--- src/rtl/nvm_seq_pkg.sv ---
package nvm_seq_pkg;
  localparam int MODE_W = 6;

  typedef enum logic [MODE_W-1:0] {
    MODE_CHIP_ERASE = 6'd0,
    MODE_CHIP_WRITE = 6'd1,
    MODE_PAGE_WRITE = 6'd2,
    MODE_READ       = 6'd3,
    MODE_PARTIAL    = 6'd4,
    MODE_MARGIN     = 6'd5,
    MODE_LOCK_READ  = 6'd6,
    MODE_LOCK_WRITE = 6'd7,
    MODE_HOT_BIAS   = 6'd8
  } nvm_mode_e;

  // one-hot chain state bit positions
  localparam int ST_TEST = 0;
  localparam int ST_ADDR = 1;
  localparam int ST_DATA = 2;
  localparam int ST_W    = 3;

  typedef struct packed {
    logic page_mode;
    logic read_mode;
    logic cmd_test;
    logic cmd_addr;
    logic cmd_data;
  } cmd_t;
endpackage

--- src/rtl/nvm_seq_dec.sv ---
module nvm_seq_dec
  import nvm_seq_pkg::*;
(
  input  logic [MODE_W-1:0] mode_i,
  input  logic [ST_W-1:0]   chain_st_i,
  input  logic              shift_i,
  output cmd_t              cmd_o
);
  logic cmd_edge;
  assign cmd_edge = ~shift_i;

  always_comb begin
    cmd_o.page_mode = (mode_i == MODE_PAGE_WRITE) || (mode_i == MODE_PARTIAL);
    cmd_o.read_mode = (mode_i == MODE_READ);
    cmd_o.cmd_test  = cmd_edge & chain_st_i[ST_TEST];
    cmd_o.cmd_addr  = cmd_edge & chain_st_i[ST_ADDR];
    cmd_o.cmd_data  = cmd_edge & chain_st_i[ST_DATA];
  end
endmodule

--- src/rtl/nvm_seq_addr.sv ---
module nvm_seq_addr #(
  parameter int ADDR_W = 8
) (
  input  logic              clk_i,
  input  logic              rst_ni,
  input  logic              load_i,
  input  logic [ADDR_W-1:0] addr_i,
  input  logic              inc_i,
  output logic [ADDR_W-1:0] addr_o
);
  logic [ADDR_W-1:0] cnt_q;

  always_ff @(posedge clk_i or negedge rst_ni) begin
    if (!rst_ni)     cnt_q <= '0;
    else if (load_i) cnt_q <= addr_i;       // load wins over increment
    else if (inc_i)  cnt_q <= cnt_q + 1'b1; // wraps naturally
  end

  assign addr_o = cnt_q;

  AST_ADDR_LOAD: assert property (@(posedge clk_i) disable iff (!rst_ni)
    $past(rst_ni) && $past(load_i) |-> addr_o == $past(addr_i)) else $error("load");
  AST_ADDR_INC: assert property (@(posedge clk_i) disable iff (!rst_ni)
    $past(rst_ni) && !$past(load_i) && $past(inc_i) |-> addr_o == ADDR_W'($past(addr_o) + 1'b1)) else $error("inc");
  AST_ADDR_HOLD: assert property (@(posedge clk_i) disable iff (!rst_ni)
    $past(rst_ni) && !$past(load_i) && !$past(inc_i) |-> $stable(addr_o)) else $error("hold");
endmodule

--- src/rtl/nvm_seq_page.sv ---
module nvm_seq_page #(
  parameter int PAGE_WORDS = 4
) (
  input  logic clk_i,
  input  logic rst_ni,
  input  logic page_mode_i,
  input  logic cmd_test_i,
  input  logic cmd_addr_i,
  output logic page_en_o,
  output logic latch_o
);
  localparam int CNT_W = $clog2(PAGE_WORDS + 1);
  localparam logic [CNT_W-1:0] CNT_MAX = CNT_W'(PAGE_WORDS);

  logic             en_q, latch_q;
  logic [CNT_W-1:0] cnt_q;
  logic             fire;

  assign fire = page_mode_i & cmd_test_i & (cnt_q < CNT_MAX);

  always_ff @(posedge clk_i or negedge rst_ni) begin
    if (!rst_ni) begin
      en_q    <= 1'b0;
      cnt_q   <= '0;
      latch_q <= 1'b0;
    end else begin
      latch_q <= fire;
      if (!page_mode_i) begin
        en_q  <= 1'b0;
        cnt_q <= '0;
      end else if (cmd_addr_i) begin
        en_q  <= ~en_q;
        cnt_q <= '0;           // new burst window
      end else if (fire) begin
        cnt_q <= cnt_q + 1'b1;
      end
    end
  end

  assign page_en_o = en_q;
  assign latch_o   = latch_q;

  AST_PAGE_TOGGLE: assert property (@(posedge clk_i) disable iff (!rst_ni)
    $past(rst_ni) && $past(page_mode_i) && $past(cmd_addr_i) |-> page_en_o != $past(page_en_o)) else $error("toggle");
  AST_PAGE_CLEAR: assert property (@(posedge clk_i) disable iff (!rst_ni)
    !page_mode_i |=> !page_en_o) else $error("clear");
  AST_LATCH_CAUSE: assert property (@(posedge clk_i) disable iff (!rst_ni)
    latch_o |-> $past(rst_ni) && $past(page_mode_i) && $past(cmd_test_i)) else $error("latch");
  AST_NO_OVERFLOW: assert property (@(posedge clk_i) disable iff (!rst_ni)
    cnt_q <= CNT_MAX) else $error("overflow");
endmodule

--- src/rtl/nvm_page_seq.sv ---
module nvm_page_seq
  import nvm_seq_pkg::*;
#(
  parameter int ADDR_W     = 8,
  parameter int PAGE_WORDS = 4
) (
  input  logic              clk_i,
  input  logic              rst_ni,
  input  logic [5:0]        mode_i,
  input  logic [2:0]        chain_st_i,
  input  logic              shift_i,
  input  logic              addr_load_i,
  input  logic [ADDR_W-1:0] addr_i,
  input  logic              wen_ni,
  output logic              page_en_o,
  output logic              page_latch_o,
  output logic [ADDR_W-1:0] addr_o,
  output logic              capture_o,
  output logic              mem_wen_no
);
  cmd_t cmd;
  logic inc;
  logic capture_q;

  nvm_seq_dec u_dec (
    .mode_i     (mode_i),
    .chain_st_i (chain_st_i),
    .shift_i    (shift_i),
    .cmd_o      (cmd)
  );

  assign inc = (cmd.page_mode & cmd.cmd_data) | (cmd.read_mode & cmd.cmd_addr);

  nvm_seq_addr #(.ADDR_W(ADDR_W)) u_addr (
    .clk_i  (clk_i),
    .rst_ni (rst_ni),
    .load_i (addr_load_i),
    .addr_i (addr_i),
    .inc_i  (inc),
    .addr_o (addr_o)
  );

  nvm_seq_page #(.PAGE_WORDS(PAGE_WORDS)) u_page (
    .clk_i       (clk_i),
    .rst_ni      (rst_ni),
    .page_mode_i (cmd.page_mode),
    .cmd_test_i  (cmd.cmd_test),
    .cmd_addr_i  (cmd.cmd_addr),
    .page_en_o   (page_en_o),
    .latch_o     (page_latch_o)
  );

  always_ff @(posedge clk_i or negedge rst_ni) begin
    if (!rst_ni) capture_q <= 1'b0;
    else         capture_q <= cmd.read_mode & cmd.cmd_data;
  end

  assign capture_o  = capture_q;
  assign mem_wen_no = wen_ni;

  AST_CAPTURE_CAUSE: assert property (@(posedge clk_i) disable iff (!rst_ni)
    capture_o |-> $past(rst_ni) && $past(mode_i) == MODE_READ && $past(chain_st_i[ST_DATA]) && !$past(shift_i)) else $error("cap");
  AST_SHIFT_QUIET: assert property (@(posedge clk_i) disable iff (!rst_ni)
    $past(rst_ni) && $past(shift_i) |-> !capture_o && !page_latch_o) else $error("quiet");
  AST_WEN_PASS: assert property (@(posedge clk_i) disable iff (!rst_ni)
    mem_wen_no == wen_ni) else $error("wen");
endmodule

--- config.mk ---
export PLATFORM = sky130hd
export DESIGN_NAME = nvm_page_seq
export DESIGN_NICKNAME = d
export VERILOG_FILES = /design/src/rtl/nvm_seq_pkg.sv /design/src/rtl/nvm_seq_dec.sv /design/src/rtl/nvm_seq_addr.sv /design/src/rtl/nvm_seq_page.sv /design/src/rtl/nvm_page_seq.sv
export SDC_FILE = /design/constraint.sdc
export NUM_CORES = 1
export LEC_CHECK = 0
export ABC_AREA = 1
export BUFFER_PORTS_ARGS = -buffer_cell sky130_fd_sc_hd__buf_2
export CAP_MARGIN = 0
export CORE_ASPECT_RATIO = 1.2
export CORE_MARGIN = 2
export CORE_UTILIZATION = 45
export CTS_BUF_LIST = sky130_fd_sc_hd__clkbuf_16
export DETAILED_ROUTE_END_ITERATION = 16
export GPL_TIMING_DRIVEN = 0
export HOLD_SLACK_MARGIN = 0.1
export PLACE_DENSITY_LB_ADDON = 0.08
export SETUP_SLACK_MARGIN = 0.2
export SYNTH_ARGS = -nofsm -noshare
export SYNTH_HDL_FRONTEND = slang
export SYNTH_SLANG_ARGS = --single-unit
--- constraint.sdc ---
create_clock -name clk_i -period 1.3 [get_ports clk_i]
set_input_delay 0.065 -clock clk_i [delete_from_list [all_inputs] [get_ports clk_i]]
set_output_delay 0.065 -clock clk_i [all_outputs]
set_load 0.01 [all_outputs]
==> Word level (Yosys, flattened, before mapping) <==
Cells that the tools add are included.
Widths: inputs -> output; s select.
{ "word_totals": {"register_bits": 14, "output_inout_bits": 12, "word_cells": 33} }
{ "op_classes": {"addsub": 2, "magnitude_cmp": 1, "n_eq_ne": 5, "mux": 7, "bitwise_logic": 11, "reduce_logical": 2} }
{ "ops": {"columns": ["operator", "n"], "rows": [
  ["$mux 8", 2],
  ["$eq 6x2->1 const B", 2],
  ["$mux 3", 3],
  ["$add 8x1->8 const B", 1],
  ["$and 1x1->1", 8],
  ["$eq 6x3->1 const B", 1],
  ["$add 3x1->3 const B", 1],
  ["$lt 3x3->1 const B", 1],
  ["$ne 3x3->1 const B", 1],
  ["$mux 1", 2],
  ["$ne 2x2->1 const B", 1],
  ["$not 1->1", 2],
  ["$reduce_bool 2->1", 1],
  ["$logic_or 1x1->1", 1],
  ["$or 1x1->1", 1]
]} }

==> Longest topological paths before layout <==
Gate-level depths: netlist of run 1.
{ "logic_depth": {"ltp_word": 7, "depth_mapped": 8} }

==> Hierarchy <==
From an unflattened synthesis of run 1, not the netlist that was laid out.
{ "unflattened": {"hier_cells": 110, "area_unflattened_um2": 849.6} }
{ "by_module_without_submodules": {"columns": ["mod", "n_inst", "cells_each", "area_per_inst_um2", "seq_area_each_um2"], "rows": [
  ["nvm_seq_addr", 1, 62, 499.2, 200.2],
  ["nvm_seq_page", 1, 26, 234.0, 125.1],
  ["nvm_seq_dec", 1, 15, 65.1, 0.0],
  ["nvm_page_seq", 1, 7, 51.3, 25.0]
]} }

==> Worst setup path after synthesis of run 1 <==
No wires, ideal clock.
{ "synth_timing": {"path_type": "reg-to-reg", "from": "reg u_addr.cnt_q[0], in the netlist u_addr.addr_o[0]", "to": "reg u_addr.cnt_q[2], in the netlist u_addr.addr_o[2]", "setup_ps": 117, "arrival_time_ps": 1099, "t_required_ps": 1183, "path_slack_ps": 84, "stages_incl_launch_ff": 7, "synth_period_minus_slack_ps": 1216, "cell_sequence": "dfrtp_1 -> ha_1 -> or2_1 -> nand3_1 -> nand2_1 -> nand2_1 -> o21ai_2"} }
{ "synth_between": {"elab_chain_len": 3} }
{ "synth_lines": {"columns": ["item", "line_no", "source"], "rows": [
  ["from (decl)", "nvm_seq_addr.sv:11", "logic [ADDR_W-1:0] cnt_q;"],
  ["from (signal assigned)", "nvm_seq_addr.sv:15", "else if (load_i) cnt_q <= addr_i;"],
  ["from (signal assigned)", "nvm_seq_addr.sv:16", "else if (inc_i) cnt_q <= cnt_q + 1'b1;"],
  ["$add 8x1->8", "nvm_seq_addr.sv:16", null],
  ["$mux 8", "nvm_seq_addr.sv:16", null],
  ["$mux 8", "nvm_seq_addr.sv:15", null]
]} }
No other way between the ends. The select of a mux whose other input is x is not followed.
A chain may end at the register's enable or synchronous reset.

==> Worst setup path in the final report of run 1 <==
Same ends and word-level chain as after synthesis.

==> flow_metrics.env, run 1 <==
export IMPL_worstRegToRegCells=6
export IMPL_initial_core_util_pct=47.44
export IMPL_core_area_sq_um=2049
export IMPL_cp_depth=6
export IMPL_root_buffer="clkbuf_16"
export IMPL_fill_cells=177
export IMPL_synth_area_sq_um=972.2
export IMPL_post_route_period_util_pct=92.00
export IMPL_clk_insertion_delay_late_ps=240
export IMPL_rows=18
export IMPL_layout_cells_non_filler=211
export IMPL_crit_arrival_ps=1330
export IMPL_cp_top_family="flip-flops"
export IMPL_finalHoldViolations=0
export IMPL_rsz0062_at_grt="yes"
export IMPL_cts_tree="yes"
export IMPL_hold_class="in -> reg"
export IMPL_die_h_microns=54.92
export IMPL_drive_gt1_share_pct=38.67
export IMPL_period_needed_ps=1196
export IMPL_ir_drop_mv=0.6672
export IMPL_fin_skew_ps=2.464
export IMPL_tns_ps=0
export IMPL_htreeDepth=1
export IMPL_cts_buffers=3
export IMPL_area_growth_pct=41.18
export IMPL_ios=34
export IMPL_synthAdderAreaFrac_pct=2.574
export IMPL_grt_max_degree=15
export IMPL_setup_ws_ps=104.1
export IMPL_crit_top_cell="nand2_1"
export IMPL_syn_nets=159
export IMPL_pre_cts_slack_ps=64.51
export IMPL_via_per_inst=4.815
export IMPL_synth_area_mux_share_pct=0
export IMPL_netlist_cell_type_count=26
export IMPL_grt_pass1_vias=974
export IMPL_cts_sinks=14
export IMPL_finalNetCount=206
export IMPL_p_leak_nw=0.7438
export IMPL_n_antenna_cell=0
export IMPL_overflow=0
export IMPL_placedCellCount=196
export IMPL_max_slew_margin_pct=77.05
export IMPL_yosysSeqAreaShare_pct=36.04
export IMPL_avgRoutedWirePerCell_microns=11.03
export IMPL_synth_avg_cell_area_sq_um=7.201
export IMPL_cts_buffer_depth=2
export IMPL_powerDensity_nw_per_um2=1079
export IMPL_fin_hold_ws_ps=119.1
export IMPL_io_buffers=31
export IMPL_drt_wl_total_mm=2.327
export IMPL_vias=1016
export IMPL_grt_antenna_before_repair=0
export IMPL_crit_slowest_cell="dfrtp_2"
export IMPL_drv_cap=0
export IMPL_synth_cells=135
export IMPL_crit_chain="ha_4 > or2_1 > nand3_1 > nand2_1 > nand2_1 > o21ai_2"
export IMPL_fmax_mhz=836.2
export IMPL_dr_pass1_iters=4
export IMPL_required_ps=1430
export IMPL_hpwl_mm=1.733
export IMPL_gp_congestion=0.8006
export IMPL_grt_total_usage_pct=21.32
export IMPL_synth_compound_area_share_pct=6.821
export IMPL_place_area_sq_um=1172
export IMPL_slew_viol_final=0
export IMPL_synth_simple_gate_area_share_pct=41.57
export IMPL_ys_warn_count=0
export IMPL_path_class="reg -> reg"
export IMPL_grt_pass1_wl_mm=3.829
export IMPL_setup_violations=0
export IMPL_drt_iter0_markers=16
export IMPL_cp_slowest_stage_delay_ps=440
export IMPL_synth_top_family_by_area="simple AND/OR/NAND/NOR gates"
export IMPL_crit_fanout=4
export IMPL_drc=0
export IMPL_cts_reportedPaths_clkPinSlew_ps=50
export IMPL_final_area_sq_um=1373
export IMPL_whs_path_depth=5
export IMPL_tightest_slew_ps=344.3
export IMPL_worst_setup_path_end_kind="flip-flop"
export IMPL_critPathLaunchType="flip-flop"
export IMPL_status="finished, final reports clean"
export IMPL_ant_nets=0
export IMPL_dieArea_sq_um=2550
export IMPL_synthXorXnorAreaFrac_pct=2.703
export IMPL_critPathBufInv=0
export IMPL_ys_seq_elements=14
export IMPL_die_x_microns=46.43
==> through the flow <==
| step | util (%) | total power, mW |
|---|---|---|
| 6_report | 66.97 | 1.480 |
| 5_1_grt | 66.97 | 1.566 |
| 3_3_place_gp | 57.20 | 0.8075 |
| 4_1_cts | 65.45 | 1.461 |
| 3_5_place_dp | 57.20 | 0.8193 |
| 2_1_floorplan | - | 0.7033 |
==> kinds of logic after synthesis <==
kind of cell,Yosys count
fa+ha+maj,2
xor+xnor,3
buf+inv,23
simple gates,84
flops,14
compound gates,9
==> worst min-delay path, cell delays in order <==
cell	delay [ps]
buf_2	80
nand2_1	40
nand2_1	50
nand2_1	40
nand2_1	50
==> area by class of cell <==
cell class	count	area, sq um	share of cell area, %
buffer	4	28.78	2.097
clock buffer	3	75.07	5.469
clock inverter	1	3.754	0.2735
inverter	19	71.32	5.196
multi-input combinational	98	556.8	40.57
sequential	14	354.1	25.80
tap	30	37.54	2.735
timing repair buffer	42	245.2	17.87
==> layer usage <==
metal	up-vias	wire length (microns)	GRT usage [%]
li1	519	-	-
met5	-	0	0
met4	0	29	9.048
met2	23	1305	41.67
met3	4	84	2.922
met1	470	907	21.95
==> layout by cell type, fill, tap and decap left out, types with 2 or more instances in the layout <==
cell type       n
dfrtp_1        11
o21bai_1        2
inv_2           4
inv_1          15
o21ai_2         4
nand4_1         7
nand2_1        46
buf_4           9
buf_2          33
nor2_1          8
nor2_4          2
nand3_2         3
dfrtp_2         3
clkbuf_16       3
xor2_1          2
nor2_2          4
nand3_1         8
dlygate4sd3_1   3
==> power by group <==
group          total, mW  switching, mW  internal, mW
Clock              0.586          0.179         0.407
Combinational      0.373          0.196         0.177
Sequential         0.521         0.0472         0.474
Total               1.48          0.423          1.06
==> Yosys cell counts <==
library cell,count,area [sq um]
nand2_1,46,172.7
inv_1,15,56.30
dfrtp_1,14,350.3
nor2_1,10,37.54
nand3_1,9,45.04
nand4_1,7,43.79
inv_2,4,15.01
o21ai_2,4,35.03
nand3_2,3,30.03
nor2_2,3,18.77
buf_2,2,10.01
ha_1,2,25.02
o21bai_1,2,15.01
xor2_1,2,17.52
a21oi_1,1,5.000
a31oi_1,1,6.260
and2_1,1,6.260
buf_4,1,7.510
buf_6,1,11.26
nand4_4,1,21.27
nor2_4,1,11.26
nor3_1,1,5.000
o21ai_0,1,5.000
or2_1,1,6.260
or2_2,1,6.260
xnor2_1,1,8.760
==> sequential cells by signal, indices dropped and copies added (netlist names) <==
signal            count
u_page.latch_o        1
u_page.cnt_q          3
capture_o             1
u_page.page_en_o      1
u_addr.addr_o         8
==> worst paths after layout <==
check / end / from / slack (ps)
min reg2reg: u_page.cnt_q[1]$_DFFE_PN0P_ / u_page.cnt_q[1]$_DFFE_PN0P_ / 540
min: u_addr.addr_o[6]$_DFFE_PN0P_ / addr_i[6] / 120
min in group asynchronous: capture_o$_DFF_PN0_ / rst_ni / 260
max reg2reg: u_addr.addr_o[2]$_DFFE_PN0P_ / u_addr.addr_o[0]$_DFFE_PN0P_ / 100
max: u_addr.addr_o[2]$_DFFE_PN0P_ / u_addr.addr_o[0]$_DFFE_PN0P_ / 100
max in group asynchronous: u_addr.addr_o[2]$_DFFE_PN0P_ / rst_ni / 760
==> timing repair <==
item,in CTS,in global routing
hold endpoints to repair,15,0
hold buffers,3,0
setup buffers,6,2
endpoints found under the setup margin,6,6
resized for setup,4,4
pin swaps,0,3
No activity file was read; power rests on OpenSTA's default activity.
==> run 2, diff against run 1 <==
--- a/config.mk
+++ b/config.mk
@@ -15,7 +15,7 @@
 export DETAILED_ROUTE_END_ITERATION = 16
 export GPL_TIMING_DRIVEN = 0
 export HOLD_SLACK_MARGIN = 0.1
-export PLACE_DENSITY_LB_ADDON = 0.08
+export PLACE_DENSITY = 0.81
 export SETUP_SLACK_MARGIN = 0.2
 export SYNTH_ARGS = -nofsm -noshare
 export SYNTH_HDL_FRONTEND = slang
==> run 2 against run 1 <==
Worst hold slack lost 6.1 ps; first-iteration DRC count shrank 44%; highest routed layer unchanged; clock power grew 2%; count of clock-buffer cells in the layout is the same; non-clock buffer count shrank 4.
==> flow_metrics.env, run 2 (synthesis gave the netlist of run 1 again) <==
export IMPL_crit_arrival_ps=1310
export IMPL_path_class="reg -> reg"
export IMPL_cts_reportedPaths_clkPinSlew_ps=50
export IMPL_cts_buffers=3
export IMPL_drt_wl_total_mm=2.511
export IMPL_reg2reg_from="u_addr.addr_o[1]$_DFFE_PN0P_"
export IMPL_power_frac_clock_pct=40.9
export IMPL_io_buffers=31
export IMPL_worstRegToRegCells=6
export IMPL_post_route_period_util_pct=90.33
export IMPL_setup_ws_ps=125.7
export IMPL_core_area_sq_um=2049
export IMPL_whs_path_depth=4
export IMPL_drv_cap=0
export IMPL_grt_pass1_vias=1018
export IMPL_cp_top_family="flip-flops"
export IMPL_grt_total_usage_pct=23.01
export IMPL_crit_fanout=5
export IMPL_dieArea_sq_um=2550
export IMPL_period_needed_ps=1174
export IMPL_gp_congestion=0.8338
export IMPL_drive_gt1_share_pct=39.55
export IMPL_vias=1010
export IMPL_share_comb_of_total_power_pct=23.0
export IMPL_setup_violations=0
export IMPL_drc=0
export IMPL_area_growth_pct=37.71
export IMPL_largest_reg_flops=8
export IMPL_worst_hold_path_endpoint="capture_o$_DFF_PN0_"
export IMPL_tightest_slew_ps=327.1
export IMPL_drt_iter0_markers=9
export IMPL_avgRoutedWirePerCell_microns=12.13
export IMPL_root_buffer="clkbuf_16"
export IMPL_seqCellArea_sq_um=355.3
export IMPL_cp_slowest_stage_delay_ps=440
export IMPL_switching_share_pct=29.18
export IMPL_crit_chain="ha_4 > or2_1 > nand3_1 > nand2_1 > nand2_1 > o21ai_2"
export IMPL_timing_rr_end="u_addr.addr_o[2]$_DFFE_PN0P_"
export IMPL_critPathBufInv=0
export IMPL_regToRegSetupSlack_ps=130
export IMPL_min_from="mode_i[3]"
export IMPL_pre_cts_slack_ps=91.17
export IMPL_rsz0062_at_grt="yes"
export IMPL_clk_insertion_delay_late_ps=250
export IMPL_grt_max_degree=15
export IMPL_ir_drop_mv=1.056
export IMPL_finalHoldViolations=0
export IMPL_place_area_sq_um=1172
export IMPL_multi_input_area_sq_um=551.8
export IMPL_tns_ps=0
export IMPL_crit_slowest_cell="dfrtp_2"
export IMPL_p_leak_nw=0.7236
export IMPL_crit_top_cell="nand2_1"
export IMPL_required_ps=1430
export IMPL_p_int_mw=1.032
export IMPL_powerDensity_nw_per_um2=1089
export IMPL_critPathLaunchType="flip-flop"
export IMPL_layout_cells_non_filler=207
export IMPL_hpwl_mm=1.754
export IMPL_n_antenna_cell=0
export IMPL_cts_tree="yes"
export IMPL_cts_buffer_depth=2
export IMPL_fin_hold_ws_ps=113.1
export IMPL_final_area_sq_um=1339
export IMPL_worst_setup_path_end_kind="flip-flop"
export IMPL_grt_antenna_before_repair=0
export IMPL_max_slew_margin_pct=78.20
export IMPL_power_switching_uw=425.3
export IMPL_htreeDepth=1
export IMPL_via_per_inst=4.879
export IMPL_die_x_microns=46.43
export IMPL_dr_pass1_iters=4
export IMPL_initial_core_util_pct=47.44
export IMPL_cts_sinks=14
export IMPL_final_common_cell="nand2_1"
export IMPL_ios=34
export IMPL_final_cell_mix="44 x nand2_1, 33 x buf_2, 15 x inv_1"
export IMPL_fmax_mhz=851.6
export IMPL_die_h_microns=54.92
export IMPL_fill_cells=188
export IMPL_slew_viol_final=0
export IMPL_rows=18
export IMPL_overflow=0
export IMPL_seqPwrFrac_pct=36.1
export IMPL_status="finished, final reports clean"
export IMPL_placedCellCount=196
export IMPL_finalNetCount=202
export IMPL_grt_pass1_wl_mm=4.098
export IMPL_fin_skew_ps=3.099
export IMPL_hold_class="in -> reg"
export IMPL_ant_nets=0
## run 2: worst register-to-register path: cells and delay by family, from the launching register on
kind / cells / cell delay [ps]
AO/OA/AOI/OAI: 1 / 50
adder cells (fa/ha/maj): 1 / 180
flip-flops: 1 / 440
AND/OR/NAND/NOR: 4 / 400
## run 2: area by class of cell
class / instances / area share (%)
inverters: 19 / 5.327
repair buffers: 38 / 16.07
plain buffers: 4 / 2.150
clock inverters: 1 / 0.2804
clock buffers: 3 / 5.607
flip-flops and latches: 14 / 26.54
multi-input cells: 98 / 41.22
well taps: 30 / 2.804
## run 2: how the worst max path moves through the flow
stage	from	endpoint	depth (start not counted)
2_1_floorplan	u_addr.addr_o[1]$_DFFE_PN0P_	u_addr.addr_o[6]$_DFFE_PN0P_	8
3_3_place_gp	u_addr.addr_o[1]$_DFFE_PN0P_	u_addr.addr_o[6]$_DFFE_PN0P_	8
3_5_place_dp	u_addr.addr_o[1]$_DFFE_PN0P_	u_addr.addr_o[6]$_DFFE_PN0P_	8
4_1_cts	u_addr.addr_o[1]$_DFFE_PN0P_	u_addr.addr_o[2]$_DFFE_PN0P_	6
5_1_grt	u_addr.addr_o[0]$_DFFE_PN0P_	u_addr.addr_o[2]$_DFFE_PN0P_	6
6_report	u_addr.addr_o[1]$_DFFE_PN0P_	u_addr.addr_o[2]$_DFFE_PN0P_	6
## run 2: power by group through the flow
stage | Combinational [mW] | Clock [mW] | Sequential, mW
finish | 0.335 | 0.596 | 0.527
global route | 0.375 | 0.633 | 0.532
CTS | 0.331 | 0.594 | 0.523
detailed placement | 0.289 | 0 | 0.529
global placement | 0.280 | 0 | 0.525
floorplan | 0.167 | 0 | 0.536
## run 2: metal layers
metal | vias to the layer above | global-route usage, % | part of all wire (%)
li1 | 512 | - | -
met3 | 2 | 4.221 | 3.9
met4 | 0 | 6.667 | 0.72
met2 | 27 | 48.15 | 59
met5 | - | 0 | 0
met1 | 469 | 21.54 | 36
## run 2: through the flow
step                      utilization [%]  total power [mW]
after floorplan                         -            0.7033
after global placement              57.20            0.8048
after detailed placement            57.20            0.8184
after CTS                           64.47             1.448
after global routing                65.32             1.540
final                               65.32             1.457
## run 2: repair_timing
action	4_1_cts	5_1_grt
endpoints found under the setup margin	6	8
buffers inserted	3	1
hold buffers	3	0
pin swaps	2	0
resized for setup	6	4
endpoints found under the hold margin	15	0
